### src/rtl/tmr_pkg.sv
// Shared offsets, bit positions and types for the compare timer.
// Assumes a byte-addressed register bus with 32-bit data.
package tmr_pkg;
    localparam int OFS_CTRL = 'h00;
    localparam int OFS_PRE  = 'h04;
    localparam int OFS_STAT = 'h08;
    localparam int OFS_IER  = 'h0C;
    localparam int OFS_CMP  = 'h10;
    localparam int OFS_CNT  = 'h24;

    localparam int CB_EN     = 0;
    localparam int CB_WAIT   = 3;
    localparam int CB_SRC_LO = 6;
    localparam int CB_FRR    = 9;
    localparam int CB_OSC    = 10;
    localparam int PB_OSC_LO = 12;

    localparam logic [2:0] SRC_BUS = 3'd1;
    localparam logic [2:0] SRC_PER = 3'd2;
    localparam logic [2:0] SRC_OSC = 3'd5;

    typedef struct packed {
        logic       osc_en;
        logic       frr;
        logic [2:0] src;
        logic       waiten;
        logic       en;
    } tmr_ctrl_t;
endpackage

### src/rtl/tmr_div.sv
// Modulo prescaler. It emits a pulse on every (limit+1)-th advance.
// Assumes a lowered limit must not stall it, so >= is used for the terminal test.
module tmr_div #(
    parameter int W = 12
) (
    input  logic         clk,
    input  logic         rst_n,
    input  logic         clr,
    input  logic         adv,
    input  logic [W-1:0] limit,
    output logic         pulse
);
    logic [W-1:0] pcnt_q;

    assign pulse = adv && (pcnt_q >= limit);

    // Advance the phase counter and restart it on the terminal count or on clear.
    always_ff @(posedge clk) begin
        if (!rst_n)     pcnt_q <= '0;
        else if (clr)   pcnt_q <= '0;
        else if (adv)   pcnt_q <= pulse ? '0 : pcnt_q + 1'b1;
    end
endmodule

### src/rtl/tmr_prescale.sv
// Source selection and the two prescalers. The output is the counter tick.
// Assumes all sources are single-cycle enables in the clk domain.
module tmr_prescale
    import tmr_pkg::*;
#(
    parameter int MPRE_W = 12,
    parameter int OPRE_W = 4
) (
    input  logic              clk,
    input  logic              rst_n,
    input  logic              run,
    input  logic              clr,
    input  logic [2:0]        src,
    input  logic              osc_en,
    input  logic [MPRE_W-1:0] main_div,
    input  logic [OPRE_W-1:0] osc_div,
    input  logic              bus_tick,
    input  logic              per_tick,
    input  logic              osc_tick,
    output logic              cnt_tick
);
    logic              main_in, main_pulse, osc_pulse;
    logic [OPRE_W-1:0] osc_lim;

    // Route the bus or peripheral enable into the main divider.
    always_comb begin
        unique case (src)
            SRC_BUS: main_in = bus_tick;
            SRC_PER: main_in = per_tick;
            default: main_in = 1'b0;
        endcase
    end

    assign osc_lim = osc_en ? osc_div : '0;

    tmr_div #(.W(MPRE_W)) u_main_div (
        .clk(clk), .rst_n(rst_n), .clr(clr),
        .adv(run && main_in), .limit(main_div), .pulse(main_pulse)
    );

    tmr_div #(.W(OPRE_W)) u_osc_div (
        .clk(clk), .rst_n(rst_n), .clr(clr),
        .adv(run && (src == SRC_OSC) && osc_tick), .limit(osc_lim), .pulse(osc_pulse)
    );

    assign cnt_tick = main_pulse || osc_pulse;

    AST_TICK_NEEDS_RUN: assert property (@(posedge clk) disable iff (!rst_n)
        cnt_tick |-> run);
    AST_TICK_VALID_SRC: assert property (@(posedge clk) disable iff (!rst_n)
        cnt_tick |-> (src == SRC_BUS || src == SRC_PER || src == SRC_OSC));
endmodule

### src/rtl/tmr_count.sv
// 32-bit up-counter with a compare match and a sticky status flag.
// Assumes at most one tick per cycle and a clear that has priority over the tick.
module tmr_count #(
    parameter int CNT_W = 32
) (
    input  logic             clk,
    input  logic             rst_n,
    input  logic             clr,
    input  logic             cnt_tick,
    input  logic             frr,
    input  logic [CNT_W-1:0] cmp_val,
    input  logic             flag_clr,
    output logic [CNT_W-1:0] cnt_q,
    output logic             cmp_flag
);
    logic [CNT_W-1:0] cnt_nxt;

    assign cnt_nxt = (!frr && (cnt_q == cmp_val)) ? '0 : cnt_q + 1'b1;

    // Step the counter on each tick, or zero it on a start clear.
    always_ff @(posedge clk) begin
        if (!rst_n)        cnt_q <= '0;
        else if (clr)      cnt_q <= '0;
        else if (cnt_tick) cnt_q <= cnt_nxt;
    end

    // Set the flag on a match tick. The set wins over a same-cycle clear.
    always_ff @(posedge clk) begin
        if (!rst_n)                                        cmp_flag <= 1'b0;
        else if (cnt_tick && !clr && (cnt_nxt == cmp_val)) cmp_flag <= 1'b1;
        else if (flag_clr)                                 cmp_flag <= 1'b0;
    end

    AST_HOLD_WITHOUT_TICK: assert property (@(posedge clk) disable iff (!rst_n)
        (!cnt_tick && !clr) |=> $stable(cnt_q));
    AST_FREE_STEP: assert property (@(posedge clk) disable iff (!rst_n)
        (cnt_tick && !clr && frr) |=> (cnt_q == $past(cnt_q) + 1'b1));
    AST_FLAG_AT_MATCH: assert property (@(posedge clk) disable iff (!rst_n)
        $rose(cmp_flag) |-> (cnt_q == cmp_val || !$stable(cmp_val)));
    AST_W1C_CLEARS: assert property (@(posedge clk) disable iff (!rst_n)
        (flag_clr && !cnt_tick) |=> !cmp_flag);
endmodule

### src/rtl/tmr_regs.sv
// Register file and read mux for the timer.
// Assumes one write per cycle. Reads are combinational on bus_addr.
module tmr_regs
    import tmr_pkg::*;
#(
    parameter int ADDR_W = 8,
    parameter int CNT_W  = 32,
    parameter int MPRE_W = 12,
    parameter int OPRE_W = 4
) (
    input  logic              clk,
    input  logic              rst_n,
    input  logic [ADDR_W-1:0] bus_addr,
    input  logic              bus_wr,
    input  logic [CNT_W-1:0]  bus_wdata,
    output logic [CNT_W-1:0]  bus_rdata,
    input  logic [CNT_W-1:0]  cnt_val,
    input  logic              cmp_flag,
    output tmr_ctrl_t         ctrl,
    output logic [MPRE_W-1:0] main_div,
    output logic [OPRE_W-1:0] osc_div,
    output logic              ier_en,
    output logic [CNT_W-1:0]  cmp_val,
    output logic              flag_clr,
    output logic              start_clr
);
    logic wr_ctrl, wr_pre, wr_stat, wr_ier, wr_cmp;

    assign wr_ctrl = bus_wr && (bus_addr == ADDR_W'(OFS_CTRL));
    assign wr_pre  = bus_wr && (bus_addr == ADDR_W'(OFS_PRE));
    assign wr_stat = bus_wr && (bus_addr == ADDR_W'(OFS_STAT));
    assign wr_ier  = bus_wr && (bus_addr == ADDR_W'(OFS_IER));
    assign wr_cmp  = bus_wr && (bus_addr == ADDR_W'(OFS_CMP));

    assign flag_clr  = wr_stat && bus_wdata[0];
    assign start_clr = wr_ctrl && bus_wdata[CB_EN] && !ctrl.en;

    // Hold the control, prescale, interrupt-enable and compare registers.
    always_ff @(posedge clk) begin
        if (!rst_n) begin
            ctrl     <= '0;
            main_div <= '0;
            osc_div  <= '0;
            ier_en   <= 1'b0;
            cmp_val  <= '0;
        end else begin
            if (wr_ctrl) begin
                ctrl.en     <= bus_wdata[CB_EN];
                ctrl.waiten <= bus_wdata[CB_WAIT];
                ctrl.src    <= bus_wdata[CB_SRC_LO +: 3];
                ctrl.frr    <= bus_wdata[CB_FRR];
                ctrl.osc_en <= bus_wdata[CB_OSC];
            end
            if (wr_pre) begin
                main_div <= bus_wdata[MPRE_W-1:0];
                osc_div  <= bus_wdata[PB_OSC_LO +: OPRE_W];
            end
            if (wr_ier) ier_en  <= bus_wdata[0];
            if (wr_cmp) cmp_val <= bus_wdata;
        end
    end

    // Select the register addressed by bus_addr for read-back.
    always_comb begin
        bus_rdata = '0;
        unique case (bus_addr)
            ADDR_W'(OFS_CTRL): begin
                bus_rdata[CB_EN]           = ctrl.en;
                bus_rdata[CB_WAIT]         = ctrl.waiten;
                bus_rdata[CB_SRC_LO +: 3]  = ctrl.src;
                bus_rdata[CB_FRR]          = ctrl.frr;
                bus_rdata[CB_OSC]          = ctrl.osc_en;
            end
            ADDR_W'(OFS_PRE): begin
                bus_rdata[MPRE_W-1:0]          = main_div;
                bus_rdata[PB_OSC_LO +: OPRE_W] = osc_div;
            end
            ADDR_W'(OFS_STAT): bus_rdata[0] = cmp_flag;
            ADDR_W'(OFS_IER):  bus_rdata[0] = ier_en;
            ADDR_W'(OFS_CMP):  bus_rdata = cmp_val;
            ADDR_W'(OFS_CNT):  bus_rdata = cnt_val;
            default:           bus_rdata = '0;
        endcase
    end

    AST_START_ONLY_FROM_OFF: assert property (@(posedge clk) disable iff (!rst_n)
        start_clr |=> ctrl.en);
endmodule

### src/rtl/tmr_top.sv
// Free-running compare timer: registers, prescalers, counter and interrupt.
// Assumes a single clock domain with the count sources given as enables.
module tmr_top
    import tmr_pkg::*;
#(
    parameter int ADDR_W = 8,
    parameter int CNT_W  = 32,
    parameter int MPRE_W = 12,
    parameter int OPRE_W = 4
) (
    input  logic              clk,
    input  logic              rst_n,
    input  logic [ADDR_W-1:0] bus_addr,
    input  logic              bus_wr,
    input  logic [CNT_W-1:0]  bus_wdata,
    output logic [CNT_W-1:0]  bus_rdata,
    input  logic              bus_tick,
    input  logic              per_tick,
    input  logic              osc_tick,
    input  logic              wait_mode,
    output logic              irq
);
    tmr_ctrl_t         ctrl;
    logic [MPRE_W-1:0] main_div;
    logic [OPRE_W-1:0] osc_div;
    logic [CNT_W-1:0]  cmp_val, cnt_val;
    logic              ier_en, flag_clr, start_clr, cmp_flag, cnt_tick, run;

    tmr_regs #(.ADDR_W(ADDR_W), .CNT_W(CNT_W), .MPRE_W(MPRE_W), .OPRE_W(OPRE_W)) u_regs (
        .clk(clk), .rst_n(rst_n), .bus_addr(bus_addr), .bus_wr(bus_wr),
        .bus_wdata(bus_wdata), .bus_rdata(bus_rdata), .cnt_val(cnt_val),
        .cmp_flag(cmp_flag), .ctrl(ctrl), .main_div(main_div), .osc_div(osc_div),
        .ier_en(ier_en), .cmp_val(cmp_val), .flag_clr(flag_clr), .start_clr(start_clr)
    );

    assign run = ctrl.en && (ctrl.waiten || !wait_mode);

    tmr_prescale #(.MPRE_W(MPRE_W), .OPRE_W(OPRE_W)) u_pre (
        .clk(clk), .rst_n(rst_n), .run(run), .clr(start_clr), .src(ctrl.src),
        .osc_en(ctrl.osc_en), .main_div(main_div), .osc_div(osc_div),
        .bus_tick(bus_tick), .per_tick(per_tick), .osc_tick(osc_tick),
        .cnt_tick(cnt_tick)
    );

    tmr_count #(.CNT_W(CNT_W)) u_cnt (
        .clk(clk), .rst_n(rst_n), .clr(start_clr), .cnt_tick(cnt_tick),
        .frr(ctrl.frr), .cmp_val(cmp_val), .flag_clr(flag_clr),
        .cnt_q(cnt_val), .cmp_flag(cmp_flag)
    );

    assign irq = cmp_flag && ier_en;

    AST_IRQ_HOLDS: assert property (@(posedge clk) disable iff (!rst_n)
        (irq && !(bus_wr && (bus_addr == ADDR_W'(OFS_STAT)) && bus_wdata[0])
             && !(bus_wr && (bus_addr == ADDR_W'(OFS_IER)))) |=> irq);
    AST_IRQ_OFF_IN_RESET: assert property (@(posedge clk)
        !rst_n |=> !irq);
endmodule

### config.mk
export PLATFORM = sky130hd
export DESIGN_NAME = tmr_top
export DESIGN_NICKNAME = d
export VERILOG_FILES = /design/src/rtl/tmr_pkg.sv /design/src/rtl/tmr_div.sv /design/src/rtl/tmr_prescale.sv /design/src/rtl/tmr_count.sv /design/src/rtl/tmr_regs.sv /design/src/rtl/tmr_top.sv
export SDC_FILE = /design/constraint.sdc
export NUM_CORES = 1
export LEC_CHECK = 0
export BUFFER_PORTS_ARGS = -buffer_cell sky130_fd_sc_hd__buf_2
export CAP_MARGIN = 5
export CORE_ASPECT_RATIO = 0.8
export CORE_MARGIN = 4
export CORE_UTILIZATION = 40
export DETAILED_ROUTE_END_ITERATION = 12
export PLACE_DENSITY = 0.62
export SLEW_MARGIN = 20
export SYNTH_ARGS = -nofsm -noshare
export SYNTH_HDL_FRONTEND = slang
export SYNTH_HIERARCHICAL = 1
export SYNTH_SLANG_ARGS = --single-unit
### constraint.sdc
create_clock -name clk -period 9.27 [get_ports clk]
set_clock_uncertainty 0.2 [all_clocks]
set_input_delay 0.4635 -clock clk [delete_from_list [all_inputs] [get_ports clk]]
set_output_delay 0.4635 -clock clk [all_outputs]
set_load 0.03 [all_outputs]
==> out/qor_table.md, run 1 <==
| Parameter | Reported | Unit |
|:---|:---|:---|
| Run status | completed | - |
| Clock tree from TritonCTS | yes | - |
| Yosys warnings | 6 | - |
| Most frequent cells after synthesis | sky130_fd_sc_hd__nand2_1 (130), sky130_fd_sc_hd__dfxtp_1 (105), sky130_fd_sc_hd__mux2i_1 (67), sky130_fd_sc_hd__nor2_1 (48), sky130_fd_sc_hd__a21oi_1 (43) | - |
| Pin count of the biggest net entering global routing | 92 | - |
| CTS Sinks | 105 | - |
| Critical path fanouts, max | 29 | - |
| Static leakage | 3.48 | nW |
| Min-Delay Startpoint | bus_wdata[17] | - |
| Fill cell instance count of the final layout | 1870 | - |
| Number of storage elements in the synthesis netlist | 105 | - |
| H-tree levels | 3 | - |
| Sequential area share after synthesis | 27.5 | % |
| Most frequently used cell type in the post-synthesis netlist | sky130_fd_sc_hd__nand2_1 | - |
| Cells taking the most area after synthesis | sky130_fd_sc_hd__dfxtp_1 (27%), sky130_fd_sc_hd__mux2i_1 (8.8%), sky130_fd_sc_hd__nand2_1 (6.4%), sky130_fd_sc_hd__xor2_1 (4.2%), sky130_fd_sc_hd__ha_1 (3.1%) | - |
| Share of power burned in combinational logic | 5.1 | % |
| IR Drop Worst-Case VDD | 0.0749 | mV |
| Detailed Routing Iterations Pass 1 | 7 | - |
| Max-slew headroom at the worst pin | 39.0 | % |
| Tightest Hold Check Type | input pin to register | - |
| Critical path launch point type | register | - |
| Number of top-level design ports | 80 | - |
| Proportion of layout cells with a drive suffix above 1 | 15.0 | % |
| Clock transition at the registers of the reported paths | 0.09 | ns |
| DRC | 0 | - |
| Fmax | 0.228 | GHz |
| Starting utilization of the core area | 41.5 | % |
| Switch Pwr | 0.000239 | W |
| Number of port buffers | 79 | - |
| Switching part of the total power | 26.5 | % |
| Initial antenna violation count | 0 | - |
| Number of nets at the end of the flow | 1041 | - |
| Ratio of routed vias to standard cells | 5.99 | - |
| Unrepaired setup endpoints after global routing | no | - |
| Clock Latency Late Sink | 0.37 | ns |
| Clock power share | 44.8 | % |
| CP required | 9.38 | ns |
| Slew at the pin closest to its max-slew limit | 0.912 | ns |
| Post-CTS setup-driven buffer insertion count | 0 | - |
| Routability-driven placement congestion ratio | 0.949 | - |
| Critical path class | register to register | - |
| Area of the mapped netlist | 7660 | um2 |
| Syn nets | 1016 | - |
| Global-route wire length before repair | 39700 | um |
| Total core area | 18400 | um2 |
| Launching instance or port of the critical path | u_pre/u_main_div/pcnt_q[0] | - |
| Number of instances in the synthesized netlist | 950 | - |
| Starting DRT DRC Count | 889 | - |
| Hold Vio Cnt, Final | 0 | - |
| Post-route fraction of the period consumed by the critical path | 47.3 | % |
| Post-synth ARST share | 0 | % |
| Endpoints failing setup | 0 | - |
| Final-layout setup total negative slack | 0 | ns |
| Vias | 7381 | - |
| Total clock buffers created by CTS | 9 | - |
| Number of hold-repair buffers added at the cts stage | 0 | - |
| Resized cells post-CTS | 0 | - |
| Number of rows created at floorplan | 44 | - |
| Area used by multi-input combinational logic | 5060 | um2 |
| Aggregate global-route resource usage | 23.2 | % |
| Clock root cell | sky130_fd_sc_hd__clkbuf_16 | - |
| End-of-flow core utilization | 45.4 | % |
| Post-Route WL | 25400 | um |
| Diodes inserted | 0 | - |
| Source of the worst register-to-register timing path | u_pre/u_main_div/pcnt_q[0] | - |
| Vias in the first global route | 6825 | - |
| Worst slack on hold paths | 0.128 | ns |
| Detail Placement HPWL | 18500 | um |
| Max-slew violation count | 0 | - |
| Post-synth EDFFs | 0 | - |
| Crit path arrival time | 4.50 | ns |
| Die boundary height | 132 | um |
| Overall overflow remaining after global route | 0 | - |
| Primary flip-flop cell chosen by synthesis mapping | sky130_fd_sc_hd__dfxtp_1 | - |
| Post-Syn Area per Cell | 8.06 | um2 |
| Antenna Nets Post-Route | 0 | - |
| Sequential cell area | 2100 | um2 |
| Share of power burned in registers | 50.1 | % |
| Post-synth top area cell | sky130_fd_sc_hd__dfxtp_1 | - |
| Int Pwr | 0.000662 | W |
| Max Cap Violations | 0 | - |
| Width of the die | 163 | um |
| Area growth from synthesis to final layout | 9.43 | % |
| Post-layout min period | 4.39 | ns |
| Number of buffers on the longest clock path | 2 | - |
| Routed wire per std cell | 20.6 | um |
| Die footprint | 21400 | um2 |
| Power Dens Cells | 108 | nW/um2 |
| Distinct cells, synth | 85 | - |
| Area fraction of the dominant cell type after synthesis | 27.5 | % |
| CP Capture Type | register | - |
[metrics by stage]
| stage | total power (W) | setup slack (ns) | instance area (um2) | instances |
|---|---|---|---|---|
| 2_1_floorplan | 0.000487 | 5.73 | 7660 | 950 |
| 3_3_place_gp | 0.000507 | 5.08 | 8060 | 1217 |
| 3_5_place_dp | 0.000507 | 4.94 | 8060 | 1217 |
| 4_1_cts | 0.000908 | 4.91 | 8380 | 1233 |
| 5_1_grt | 0.000934 | 4.56 | 8380 | 1233 |
| 6_report | 0.000901 | 4.88 | 8380 | 1233 |
[cell families after synthesis]
logic type / after synthesis / synth area share (%)
adder cells (fa/ha/maj): 19 / 3.11
XOR/XNOR: 57 / 6.52
flip-flops: 105 / 27.5
buffers and inverters: 109 / 6.49
AO/OA/AOI/OAI: 193 / 18.9
multiplexers: 68 / 8.91
AND/OR/NAND/NOR: 399 / 28.7
[power by group through the flow]
stage	Clock [W]	Sequential (W)	Combinational [W]
floorplan	0	0.000462	0.0000257
global placement	0	0.000462	0.0000449
detailed placement	0	0.000462	0.0000450
CTS	0.000412	0.000451	0.0000450
global route	0.000433	0.000452	0.0000496
finish	0.000404	0.000451	0.0000455
[routing by layer]
layer  track usage (%)  wire (um)  vias up
li1                  -          -     3515
met1              36.5      12300     3484
met2              30.9      10200      352
met3              5.60       2470       30
met4              6.01        413        0
met5                 0          0        -
[path summary, 6_finish.rpt]
path                              to  slack, ns  cells after the start
hold reg to reg    u_regs/osc_div[0]       0.27                      2
setup reg to reg      u_cnt/cmp_flag       4.88                     16
setup / recovery      u_cnt/cmp_flag       4.88                     16
hold / removal    u_regs/cmp_val[17]       0.13                      3
[critical path: stages, from the launching register on]
cell,delay (ns)
sky130_fd_sc_hd__dfxtp_1,0.40
sky130_fd_sc_hd__inv_1,0.08
sky130_fd_sc_hd__ha_1,0.27
sky130_fd_sc_hd__nand2b_1,0.09
sky130_fd_sc_hd__a31oi_1,0.08
sky130_fd_sc_hd__o311a_2,0.41
sky130_fd_sc_hd__o21ai_4,0.29
sky130_fd_sc_hd__and2_1,0.17
sky130_fd_sc_hd__or2_2,0.47
sky130_fd_sc_hd__a21bo_2,0.28
sky130_fd_sc_hd__a2111o_1,0.38
sky130_fd_sc_hd__a221o_1,0.28
sky130_fd_sc_hd__a211oi_1,0.19
sky130_fd_sc_hd__nand4_1,0.14
sky130_fd_sc_hd__a2111oi_2,0.32
sky130_fd_sc_hd__o2111ai_1,0.16
sky130_fd_sc_hd__nand2_1,0.09
[cells in the final DEF, fill, tap and decap left out, drive strengths merged, types with 5 or more instances in the layout]
cell	n
a2111oi	5
a211oi	14
a21o	5
a21oi	44
a221o	16
a22o	17
a22oi	6
a31oi	5
and2	12
and3	13
and4	8
buf	85
clkbuf	9
dfxtp	105
ha	19
inv	42
mux2i	67
nand2	130
nand2b	19
nand3	30
nand3b	10
nand4	24
nor2	49
nor2b	11
nor3	35
nor4	23
o2111ai	6
o21ai	35
or3	12
or4	9
xnor2	20
xor2	37
[flip-flops by register name, summed over array words and instances, names as in the netlist]
| name | flops |
|---|---|
| u_cnt/cnt_q | 32 |
| u_regs/cmp_val | 32 |
| u_pre/u_main_div/pcnt_q | 12 |
| u_regs/main_div | 12 |
| u_regs/ctrl | 7 |
| u_pre/u_osc_div/pcnt_q | 4 |
| u_regs/osc_div | 4 |
| u_cnt/cmp_flag | 1 |
| u_regs/ier_en | 1 |
[area by class of cell]
type | count | share of cell area [%]
clock buffers | 9 | 2.69
clock inverters | 7 | 1.06
inverters | 38 | 1.70
multi-input cells | 736 | 60.4
flip-flops and latches | 105 | 25.1
well taps | 253 | 3.78
repair buffers | 85 | 5.26
Power figures use the tool's default switching activity.
==> inputs of run 2 (changes only) <==
- clock period: 9.27 -> 4.1 ns (I/O delays scaled with it)
==> out/qor_table.md, run 2 (same netlist as run 1, synthesis figures left out) <==
| Parameter | Reported | Unit |
|:---|:---|:---|
| Antenna Nets Post-Route | 0 | - |
| CP required | 4.20 | ns |
| Initial antenna violation count | 0 | - |
| Clock transition at the registers of the reported paths | 0.09 | ns |
| Clock tree from TritonCTS | yes | - |
| Clock Latency Late Sink | 0.37 | ns |
| Crit path arrival time | 3.89 | ns |
| Critical path fanouts, max | 6 | - |
| Starting DRT DRC Count | 808 | - |
| Overall overflow remaining after global route | 0 | - |
| Width of the die | 163 | um |
| Number of port buffers | 79 | - |
| Detailed Routing Iterations Pass 1 | 5 | - |
| Max-slew violation count | 0 | - |
| Area growth from synthesis to final layout | 15.5 | % |
| Area used by multi-input combinational logic | 5060 | um2 |
| Vias | 7630 | - |
| Fill cell instance count of the final layout | 1802 | - |
| Total clock buffers created by CTS | 9 | - |
| Die footprint | 21400 | um2 |
| Fmax | 0.264 | GHz |
| Fin area | 8850 | um2 |
| Area after DPL | 8240 | um2 |
| Post-layout min period | 3.79 | ns |
| Slew at the pin closest to its max-slew limit | 0.916 | ns |
| Routability-driven placement congestion ratio | 0.981 | - |
| Number of buffers on the longest clock path | 2 | - |
| Static leakage | 3.73 | nW |
| Commonest cells after routing, fill and taps aside | sky130_fd_sc_hd__nand2_1 (130), sky130_fd_sc_hd__dfxtp_1 (105), sky130_fd_sc_hd__buf_2 (79) | - |
| Hold Vio Cnt, Final | 0 | - |
| Total core area | 18400 | um2 |
| Routed wire per std cell | 20.3 | um |
| Max-slew headroom at the worst pin | 38.7 | % |
| Aggregate global-route resource usage | 23.6 | % |
| Global-route wire length before repair | 40500 | um |
| IR Drop Worst-Case VDD | 0.181 | mV |
| Critical path class | register to register | - |
| Sequential cell area | 2100 | um2 |
| Unrepaired setup endpoints after global routing | no | - |
| Detail Placement HPWL | 19100 | um |
| Worst hold stages | 3 | - |
| DRC | 0 | - |
| Worst-case reg-to-reg path depth | 16 | - |
| Post-route fraction of the period consumed by the critical path | 92.6 | % |
| Die boundary height | 132 | um |
| Max Cap Violations | 0 | - |
| Diodes inserted | 0 | - |
| Starting utilization of the core area | 41.5 | % |
| Pin count of the biggest net entering global routing | 92 | - |
| Proportion of layout cells with a drive suffix above 1 | 16.6 | % |
| CP Capture Type | register | - |
| Leading cell type in the layout, fill and taps excluded | sky130_fd_sc_hd__nand2_1 | - |
| Number of rows created at floorplan | 44 | - |
| Final-layout setup total negative slack | 0 | ns |
| Run status | completed | - |
| Largest registers | u_cnt/cnt_q x32, u_regs/cmp_val x32 | - |
| Post-CTS setup-driven buffer insertion count | 0 | - |
| Number of top-level design ports | 80 | - |
| Clock root cell | sky130_fd_sc_hd__clkbuf_16 | - |
| H-tree levels | 3 | - |
| CTS Sinks | 105 | - |
| Endpoints failing setup | 0 | - |
| Vias in the first global route | 6905 | - |
| Tightest Hold Check Type | input pin to register | - |
| Critical path launch point type | register | - |
| Power Dens Cells | 232 | nW/um2 |
| Post-Route WL | 26100 | um |
| Number of nets at the end of the flow | 1094 | - |
| Ratio of routed vias to standard cells | 5.93 | - |
==> run 2: cell types whose count changed in the layout (fill, tap and decap cells not counted), sizes merged <==
cell,delta
clkinv,-1
inv,+1
dlygate4sd3,+29
buf,+24
==> run 2: through the flow <==
step	instances	util [%]	worst slack [ns]	power, W	hold slack (ns)
after CTS	1286	48.0	0.332	0.00208	0.00591
after floorplan	950	-	0.555	0.00110	0.137
after detailed placement	1241	44.7	0.371	0.00115	0.255
after global routing	1286	48.0	0.0851	0.00212	0.0415
after global placement	1241	44.7	0.435	0.00115	0.253
final	1286	48.0	0.305	0.00205	0.0323
==> run 2: repair_timing <==
item	in CTS	in global routing
hold buffers	29	0
endpoints found under the hold margin	46	0
resized for setup	0	0
==> run 2: final timing paths <==
| kind | end | slack (ns) | from |
|---|---|---|---|
| hold reg to reg | u_regs/ier_en | 0.28 | u_regs/ier_en |
| hold / removal | u_regs/cmp_val[9] | 0.03 | bus_wdata[9] |
| setup reg to reg | u_cnt/cmp_flag | 0.31 | u_pre/u_main_div/pcnt_q[0] |
| setup / recovery | u_cnt/cmp_flag | 0.31 | u_pre/u_main_div/pcnt_q[0] |
==> run 2: power by group <==
part,internal [W],switching (W)
Sequential,0.00102,0.00000115
Combinational,0.0000521,0.0000749
Clock,0.000443,0.000465
==> run 2: critical path, cell delays in order (launching register included) <==
cell                        delay, ns
sky130_fd_sc_hd__dfxtp_1         0.40
sky130_fd_sc_hd__inv_1           0.08
sky130_fd_sc_hd__ha_1            0.26
sky130_fd_sc_hd__nand2b_1        0.09
sky130_fd_sc_hd__a31oi_1         0.08
sky130_fd_sc_hd__o311a_2         0.41
sky130_fd_sc_hd__o21ai_4         0.16
sky130_fd_sc_hd__and2_1          0.15
sky130_fd_sc_hd__or2_2           0.13
sky130_fd_sc_hd__a21bo_2         0.22
sky130_fd_sc_hd__a2111o_1        0.38
sky130_fd_sc_hd__a221o_1         0.27
sky130_fd_sc_hd__a211oi_1        0.17
sky130_fd_sc_hd__nand4_1         0.14
sky130_fd_sc_hd__a2111oi_2       0.34
sky130_fd_sc_hd__o2111ai_1       0.17
sky130_fd_sc_hd__nand2_1         0.09
==> run 2: per-layer routing <==
metal	routed length (um)	share of wire [%]	track usage [%]
met5	0	0	0
met4	342	1.3	4.42
met3	2370	9.1	4.35
met2	10800	41	33.3
met1	12600	48	37.2
==> run 2: layout make-up <==
class	instances	area share (%)
inverters	38	1.61
multi-input cells	736	57.2
flip-flops and latches	105	23.8
clock inverters	7	0.976
repair buffers	138	10.3
well taps	253	3.58
clock buffers	9	2.55
